**src/rtl/trseq_pkg.sv**
```systemverilog
package trseq_pkg;

    localparam int KIND_W = 2;
    localparam int GATE_W = 3;

    typedef enum logic [KIND_W-1:0] {
        EL_TX   = 2'd0,
        EL_RX   = 2'd1,
        EL_GRAD = 2'd2,
        EL_MARK = 2'd3
    } el_kind_t;

    typedef enum logic [1:0] {
        ST_IDLE = 2'd0,
        ST_RUN  = 2'd1,
        ST_STOP = 2'd2
    } seq_state_t;

    // Result of comparing the sample count with the current entry
    typedef struct packed {
        logic     hit;   // count inside the window
        logic     last;  // count is the final sample of the window
        logic     zero;  // current entry has zero length
        el_kind_t kind;
    } win_t;

    function automatic logic [GATE_W-1:0] kind_gate(el_kind_t k);
        case (k)
            EL_TX:   return 3'b001;
            EL_RX:   return 3'b010;
            EL_GRAD: return 3'b100;
            default: return 3'b000;
        endcase
    endfunction

endpackage

```
**src/rtl/trseq_edge.sv**
```systemverilog
module trseq_edge (
    input  logic clk,
    input  logic rst,
    input  logic d,
    output logic rise
);
    logic q;

    always_ff @(posedge clk) begin
        if (rst) q <= 1'b0;
        else     q <= d;
    end

    assign rise = d & ~q;
endmodule

```
**src/rtl/trseq_credit.sv**
```systemverilog
module trseq_credit #(
    parameter  int MAX = 2,
    localparam int CW  = $clog2(MAX + 1)
) (
    input  logic clk,
    input  logic rst,
    input  logic give,
    input  logic take,
    output logic avail
);
    logic [CW-1:0] n;

    always_ff @(posedge clk) begin
        if (rst)
            n <= '0;
        else if (take && !give && n != '0)
            n <= n - 1'b1;
        else if (give && !take && n != CW'(MAX))
            n <= n + 1'b1;
    end

    assign avail = (n != '0);
endmodule

```
**src/rtl/trseq_window.sv**
```systemverilog
module trseq_window
    import trseq_pkg::*;
#(
    parameter  int NUM_ELEM = 8,
    parameter  int START_W  = 24,
    parameter  int LEN_W    = 16,
    parameter  int IDX_W    = 4,
    localparam int SEL_W    = (NUM_ELEM > 1) ? $clog2(NUM_ELEM) : 1
) (
    input  logic [NUM_ELEM*START_W-1:0] tbl_start,
    input  logic [NUM_ELEM*LEN_W-1:0]   tbl_len,
    input  logic [NUM_ELEM*KIND_W-1:0]  tbl_kind,
    input  logic [START_W-1:0]          cnt,
    input  logic [IDX_W-1:0]            idx,
    input  logic                        active,
    output win_t                        win
);
    logic [START_W-1:0] starts [NUM_ELEM];
    logic [LEN_W-1:0]   lens   [NUM_ELEM];
    el_kind_t           kinds  [NUM_ELEM];

    for (genvar i = 0; i < NUM_ELEM; i++) begin : g_unpack
        assign starts[i] = tbl_start[i*START_W +: START_W];
        assign lens[i]   = tbl_len[i*LEN_W +: LEN_W];
        assign kinds[i]  = el_kind_t'(tbl_kind[i*KIND_W +: KIND_W]);
    end

    logic [SEL_W-1:0]   sel;
    logic [START_W-1:0] s_cur, off, l_ext;

    assign sel   = SEL_W'(idx);
    assign s_cur = starts[sel];
    assign l_ext = START_W'(lens[sel]);
    assign off   = cnt - s_cur;

    always_comb begin
        win.kind = kinds[sel];
        win.zero = active && (lens[sel] == '0);
        win.hit  = active && !win.zero && (cnt >= s_cur) && (off < l_ext);
        win.last = win.hit && (off == l_ext - 1'b1);
    end
endmodule

```
**src/rtl/tr_sequencer.sv**
```systemverilog
module tr_sequencer
    import trseq_pkg::*;
#(
    parameter  int NUM_ELEM   = 8,
    parameter  int START_W    = 24,
    parameter  int LEN_W      = 16,
    parameter  int CREDIT_MAX = 2,
    localparam int IDX_W      = $clog2(NUM_ELEM + 1)
) (
    input  logic                        clk,
    input  logic                        rst,
    input  logic                        sync_in,
    input  logic                        smp_en,
    input  logic                        tr_loaded,
    input  logic                        pause,
    input  logic                        halt,
    input  logic [NUM_ELEM*START_W-1:0] tbl_start,
    input  logic [NUM_ELEM*LEN_W-1:0]   tbl_len,
    input  logic [NUM_ELEM*KIND_W-1:0]  tbl_kind,
    input  logic [IDX_W-1:0]            tbl_count,
    output logic                        dma_req,
    output logic [IDX_W-1:0]            elem_idx,
    output logic [GATE_W-1:0]           gate,
    output logic                        busy,
    output logic                        stopped,
    output logic                        overrun
);
    seq_state_t         state;
    logic [START_W-1:0] cnt;
    logic [IDX_W-1:0]   idx;
    logic               ovr;
    logic               sync_rise, have_credit, take_credit;
    logic               running, tick, adv;
    win_t               win;

    trseq_edge u_edge (
        .clk  (clk),
        .rst  (rst),
        .d    (sync_in),
        .rise (sync_rise)
    );

    assign take_credit = sync_rise && (state == ST_IDLE) && have_credit && !halt;

    trseq_credit #(.MAX(CREDIT_MAX)) u_credit (
        .clk   (clk),
        .rst   (rst),
        .give  (tr_loaded && (state != ST_STOP)),
        .take  (take_credit),
        .avail (have_credit)
    );

    assign running = (state == ST_RUN);

    trseq_window #(
        .NUM_ELEM (NUM_ELEM),
        .START_W  (START_W),
        .LEN_W    (LEN_W),
        .IDX_W    (IDX_W)
    ) u_win (
        .tbl_start (tbl_start),
        .tbl_len   (tbl_len),
        .tbl_kind  (tbl_kind),
        .cnt       (cnt),
        .idx       (idx),
        .active    (running && (idx < tbl_count)),
        .win       (win)
    );

    assign tick = running && smp_en && !pause;
    assign adv  = !pause && (win.zero || (tick && win.last));

    always_ff @(posedge clk) begin
        if (rst) begin
            state <= ST_IDLE;
            cnt   <= '0;
            idx   <= '0;
            ovr   <= 1'b0;
        end else if (halt) begin
            state <= ST_STOP;
        end else begin
            case (state)
                ST_IDLE: begin
                    if (sync_rise) begin
                        if (have_credit) begin
                            state <= ST_RUN;
                            cnt   <= '0;
                            idx   <= '0;
                        end else begin
                            state <= ST_STOP;
                        end
                    end
                end
                ST_RUN: begin
                    if (sync_rise) ovr <= 1'b1;
                    if (tick) cnt <= cnt + 1'b1;
                    if (adv) begin
                        idx <= idx + 1'b1;
                        if (IDX_W'(idx + 1'b1) >= tbl_count) state <= ST_IDLE;
                    end else if (idx >= tbl_count) begin
                        state <= ST_IDLE;
                    end
                end
                default: state <= ST_STOP;
            endcase
        end
    end

    assign dma_req  = tick && win.hit;
    assign gate     = win.hit ? kind_gate(win.kind) : '0;
    assign elem_idx = idx;
    assign busy     = running;
    assign stopped  = (state == ST_STOP);
    assign overrun  = ovr;
endmodule

```
**config.mk**
```make
export PLATFORM = sky130hd
export DESIGN_NAME = tr_sequencer
export DESIGN_NICKNAME = d
export VERILOG_FILES = /design/src/rtl/trseq_pkg.sv /design/src/rtl/trseq_edge.sv /design/src/rtl/trseq_credit.sv /design/src/rtl/trseq_window.sv /design/src/rtl/tr_sequencer.sv
export SDC_FILE = /design/constraint.sdc
export NUM_CORES = 1
export LEC_CHECK = 0
export BUFFER_PORTS_ARGS = -buffer_cell sky130_fd_sc_hd__buf_2
export CORE_AREA = 4 4 135 137
export CTS_CLUSTER_DIAMETER = 30
export CTS_CLUSTER_SIZE = 14
export DETAILED_ROUTE_END_ITERATION = 16
export DIE_AREA = 0 0 139 141
export PLACE_DENSITY_LB_ADDON = 0.25
export SLEW_MARGIN = 40
export SYNTH_ARGS = -nofsm -noshare
export SYNTH_HDL_FRONTEND = slang
export SYNTH_HIERARCHICAL = 1
export SYNTH_SLANG_ARGS = --single-unit
```
**constraint.sdc**
```tcl
create_clock -name clk -period 6.45 [get_ports clk]
set_input_delay 1.29 -clock clk [delete_from_list [all_inputs] [get_ports clk]]
set_output_delay 1.29 -clock clk [all_outputs]
set_load 0.05 [all_outputs]
```
Yosys cells after proc, flatten, opt, wreduce, memory -nomap -nowiden --
Index checks and enable logic that the tools add are counted.
Cells by class: add/sub/neg operators 6, multiply operators 0, divide/modulo/power cells 0, magnitude comparators 6, equal/unequal tests 16, shifts and indexed selects 0, mux-type cells 28, bitwise operators 4, reduce and logical (&&, ||, !) cells 37
Operator list (count):
- two-way mux 24 bit | 5
- binary-select mux 24 bit (select 3 bit) | 1
- binary-select mux 16 bit (select 3 bit) | 1
- case mux 24 bit (2 select lines) | 1
- two-way mux 16 bit | 2
- adder 24 x 1 -> 24 bit (second input constant) | 1
- equality test 24 bit | 1
- >= comparator 24 bit | 1
- < comparator 24 x 16 -> 1 bit | 1
- subtractor 24 bit | 1
- two-way mux 2 bit | 10
- logical AND 1 bit | 19
- subtractor 16 x 1 -> 17 bit (second input constant) | 1
- logical NOT 16 bit | 1
- two-way mux 4 bit | 3
- AND reduction 5 bit | 2
- case mux 3 bit (3 select lines) | 1
- AND reduction 3 bit | 3
- >= comparator 4 bit | 2
- inequality test 2 bit (second input constant) | 4
- case mux 4 bit (2 select lines) | 1
- binary-select mux 2 bit (select 3 bit) | 1
- nonzero test 2 bit | 3
- logical NOT 1 bit | 5
- 21 further kinds | 26
Word-level totals: flip-flop bits (word level) 34, latch bits 0, memory bits (writable) 0, bits in read-only memories 0, word-level logic and storage cells 104, memories 0

Logic depth before layout (Yosys ltp) --
depth after elaboration 17, mapped depth 29, mapped depth without buffers 24

Modules after synthesis --
The synthesis kept the hierarchy.
By module, submodules not included:
- trseq_window | times used 1, cells each 493, area an instance 4767.1 µm², sequential area each 0.0 µm²
- tr_sequencer | times used 1, cells each 226, area an instance 1885.6 µm², sequential area each 620.6 µm²
- trseq_credit | times used 1, cells each 14, area an instance 118.9 µm², sequential area each 40.0 µm²
- trseq_edge | times used 1, cells each 3, area an instance 47.5 µm², sequential area each 20.0 µm²

Least setup slack after synthesis --
Ideal clock, no wire load.
kind reg-to-output, start point register idx[0] (netlist: elem_idx[0]), end point output gate[0], data arrival time 7.118 ns, data required time 5.160 ns, setup slack -1.958 ns, stages on the path, launching flop included 24, buffers on the path 4, cell sequence dfxtp_1 buf_2 buf_2 buf_1 buf_1 mux4_2 mux2_2 ha_1 fa_1 nor2b_1 o2111ai_1 a31oi_1 a21oi_1 o21ai_0 xor2_1 ha_1 nor2b_1 o21ai_0 nand3b_1 a21o_1 nor3_1 nand4_1 nor3_1 nor3b_1
RTL lines:
- start: declaration | line tr_sequencer.sv:30 | logic [IDX_W-1:0] idx;
- start signal: assignment | line tr_sequencer.sv:98 | idx <= idx + 1'b1;
- end: declaration | line tr_sequencer.sv:23 | output logic [GATE_W-1:0] gate,

==> key figures <==
Clock network
  – TritonCTS Buffers: 5
  – Longest Clk Path Bufs: 2
  – CTS tree: built
  – Root Driver: clkbuf_16
  – CTS H-tree depth: 2
  – Post-CTS Hold Fix Bufs: 0
  – Clk_lat worst skew: 0.28 ns
  – CTS Sinks: 34
  – Worst-path clk slew: 0.05 ns

Synthesis
  – Post-synth EDFFs: 0
  – Post-synthesis sequential area ratio: 9.98%
  – Most numerous cell in the Yosys netlist: mux4_2
  – Async set-reset flop share out of synthesis: 0%
  – Commonest cells post-synth: mux4_2 (72), mux2i_1 (67), ha_1 (51)
  – Syn_area_per_cell: 9.27 µm²
  – Share of the synthesized area in the top cell type: 23.8%
  – Synth Cell Area: 6820 µm²
  – Prevailing post-synth register cell: dfxtp_1
  – Gate Count Post-Synth: 736
  – Synth area leader: mux4_2
  – Seq cells post-synth: 34
  – Post-synth net total: 1135
  – Cell variety after synth: 72
  – Synth top area cells: mux4_2 (24%), dfxtp_1 (10%), mux2i_1 (9.8%), ha_1 (9.4%), xnor2_1 (3.7%)
  – Synth warn: 6

Routing
  – Routed Antenna Nets: 0
  – Vias per inst: 5.72
  – Initial DRC Count: 503
  – # DRC: 0
  – Final wirelength: 26400 µm
  – Via count: 7832
  – 1st-pass router iterations: 5
  – Avg WL per Cell: 19.3 µm

Setup path
  – Worst Path Arrival: 5.50 ns
  – CP max stage cell: mux4_2
  – Worst path bufs/invs: 3
  – Reg2reg path depth: 24
  – Startpoint Class: primary input
  – Cell Chain, Critical Path: buf_6, mux4_2, mux2_4, ha_4, fa_2, nor2b_4, o2111ai_2, a31oi_1, a21oi_2, o21ai_2, xor2_1, ha_1, nor2b_1, o21ai_1, nand3b_1, a21o_1, nor3_2, nand4_1, nor3_2, buf_4, nor3b_4, buf_6
  – CP Max Fanout: 4
  – R2R Path Start: elem_idx[0]$_SDFFE_PP0P_
  – Reg-to-reg setup timing slack: 0.61 ns
  – Crit path to: gate[0]
  – Delay-heaviest family, CP: simple AND/OR/NAND/NOR gates
  – CP peak stage delay: 0.45 ns
  – Reg-to-reg endpoint: elem_idx[0]$_SDFFE_PP0P_
  – CP required: 5.16 ns
  – Setup crit end kind: primary output
  – Crit Path Class: primary input to primary output
  – Worst Setup SP: tbl_start[72]
  – Number of cells on the critical path: 22

STA
  – Worst Skew: 0.00501 ns
  – Final period utilization: 105%
  – Unrepaired setup endpoints after global routing: true
  – Post-layout minimum cycle time: 6.79 ns
  – Maximum clock frequency: 147 MHz
  – Worst slew pin tran: 0.794 ns
  – Final setup vio count: 4
  – Slew Limit Fails: 0
  – Slew margin rel.: 47.1%
  – Post-route setup slack: -0.338 ns
  – Final Hold Vio Count: 0
  – Setup_tns: -1.23 ns

Layout
  – Area growth, synth to finish: 42.7%
  – Register Area: 692 µm²
  – Layout Nets: 1542
  – Multi-input logic area: 5990 µm²
  – Share of cells above drive strength 1: 49.7%
  – Filler cells: 1562

Placed design
  – Post-DP HPWL: 22600 µm
  – I/O Buffers: 357
  – Final GP Congestion: 0.917
  – DP Worst Slack: -0.476 ns

Floorplanning
  – # IOs: 358
  – Die ar.: 19600 µm²
  – Starting Density: 40.0%
  – Die Wd: 139 µm
  – Core area: 17100 µm²
  – Row count: 48
  – Chip height: 141 µm

Power and ir drop
  – NetSw: 234 µW
  – Comb pwr share: 39.8%
  – Power Dens Cells: 82.8 nW/µm²
  – Static Leak: 4.20 nW
  – Switching Fraction: 29.1%
  – Internal: 571 µW
  – Sequential Power Share: 26.5%
  – Clock power frac: 33.7%
  – VDD IR-drop max: 0.0948 mV

Status
  – Status: complete, but fails checks
  – Failing checks: negative setup slack

Global routing
  – Initial antenna violation count: 3
  – Met2 GRT Util: 46.9%
  – Grt peak-use layer: met2
  – Vias in the first global route: 8025
  – GR Overflow Total: 0
  – Met1 Resource Use GR: 32.7%
  – GRT Total Usage: 25.8%
  – Met3 Use GR: 3.46%
  – First-pass GRT wire length: 41300 µm
  – Largest net degree at the start of global routing: 29

Job
  – Maxcap violations: 0

Min path
  – Worst min-delay path class: flip-flop to flip-flop
[routing by layer]
metal	wire length, µm	vias to the layer above
met5	0	-
met4	412	0
met3	1650	29
met2	13500	327
met1	10900	3732
li1	-	3744
[cells by family (layout without fill, tap and decap cells)]
| family | Yosys count | after routing | share of synthesized area (%) |
|---|---|---|---|
| and+or+nand+nor | 233 | 233 | 19.4 |
| AOI/OAI and AO/OA | 160 | 160 | 15.8 |
| muxes | 147 | 147 | 35.0 |
| buffers and inverters | 62 | 470 | 3.85 |
| adders and majority gates | 52 | 52 | 9.65 |
| xor gates and xnor gates | 48 | 48 | 6.37 |
| DFF | 34 | 34 | 9.98 |
| other | 0 | 1 | 0 |
[tightest hold or removal path, cell delays in order, from the launching register on]
cell and delay, ns:
dfxtp_1 0.32, a21oi_1 0.04, nor2_1 0.07
[stage by stage]
stage	instances	util [%]	instance area [µm²]	total power, mW	hold slack (ns)
6_report	1370	57.1	9730	0.805	0.459
5_1_grt	1370	57.1	9730	0.847	0.522
4_1_cts	1366	56.6	9660	0.799	0.464
3_5_place_dp	1352	54.9	9370	0.527	0.450
3_3_place_gp	1352	54.9	9370	0.519	0.451
2_1_floorplan	736	-	6910	0.368	0.456
[area by class of cell]
| type | count | area share (%) |
|---|---|---|
| Inverter | 23 | 0.887 |
| Clock buffer | 8 | 1.72 |
| Multi-Input combinational cell | 640 | 61.5 |
| Tap cell | 225 | 2.89 |
| Sequential cell | 34 | 7.11 |
| Timing Repair Buffer | 439 | 25.8 |
| Antenna cell | 1 | 0.0257 |
[power by group through the flow]
stage               clock network (mW)  logic, mW  registers [mW]
global placement                     0      0.301           0.218
global route                     0.281      0.352           0.214
CTS                              0.271      0.315           0.213
floorplan                            0      0.151           0.217
detailed placement                   0      0.309           0.218
finish                           0.272      0.320           0.213
[worst min-delay path by stage]
stage                     slack [ns]  depth (start not counted)                 start              endpoint
final                           0.46                          2  overrun$_SDFFE_PP0P_  overrun$_SDFFE_PP0P_
after global routing            0.52                          2  overrun$_SDFFE_PP0P_  overrun$_SDFFE_PP0P_
after CTS                       0.46                          2  overrun$_SDFFE_PP0P_  overrun$_SDFFE_PP0P_
after detailed placement        0.45                          2  overrun$_SDFFE_PP0P_  overrun$_SDFFE_PP0P_
after global placement          0.45                          2  overrun$_SDFFE_PP0P_  overrun$_SDFFE_PP0P_
after floorplan                 0.46                          2  cnt[23]$_SDFFE_PP0P_  cnt[23]$_SDFFE_PP0P_
[registers in the layout, indices dropped and copies added, names as in the netlist]
register and flops:
cnt 24, elem_idx 4, overrun 1, state 2, u_credit/n 2, u_edge/q 1
[repair_timing]
item | CTS | global route
buffers inserted | 6 | 3
resized for setup | 18 | 9
setup endpoints to repair | 6 | 9
pin swaps | 8 | 3
cloned | 0 | 0
[layout by cell type (no fill, tap or decap), types with 11 or more instances in the layout]
cell type / count
buf_2: 345
buf_4: 80
mux4_2: 72
mux2i_1: 67
ha_1: 49
a21oi_1: 46
nand2_1: 38
nor2_1: 36
nand3_1: 33
dfxtp_1: 31
xnor2_1: 28
inv_1: 23
xor2_1: 18
nand4_1: 18
o21ai_0: 17
o31ai_1: 16
a21o_1: 16
or4_1: 14
nor3_1: 13
nand2b_1: 11
Note: power is estimated with default switching activity, not from simulation.
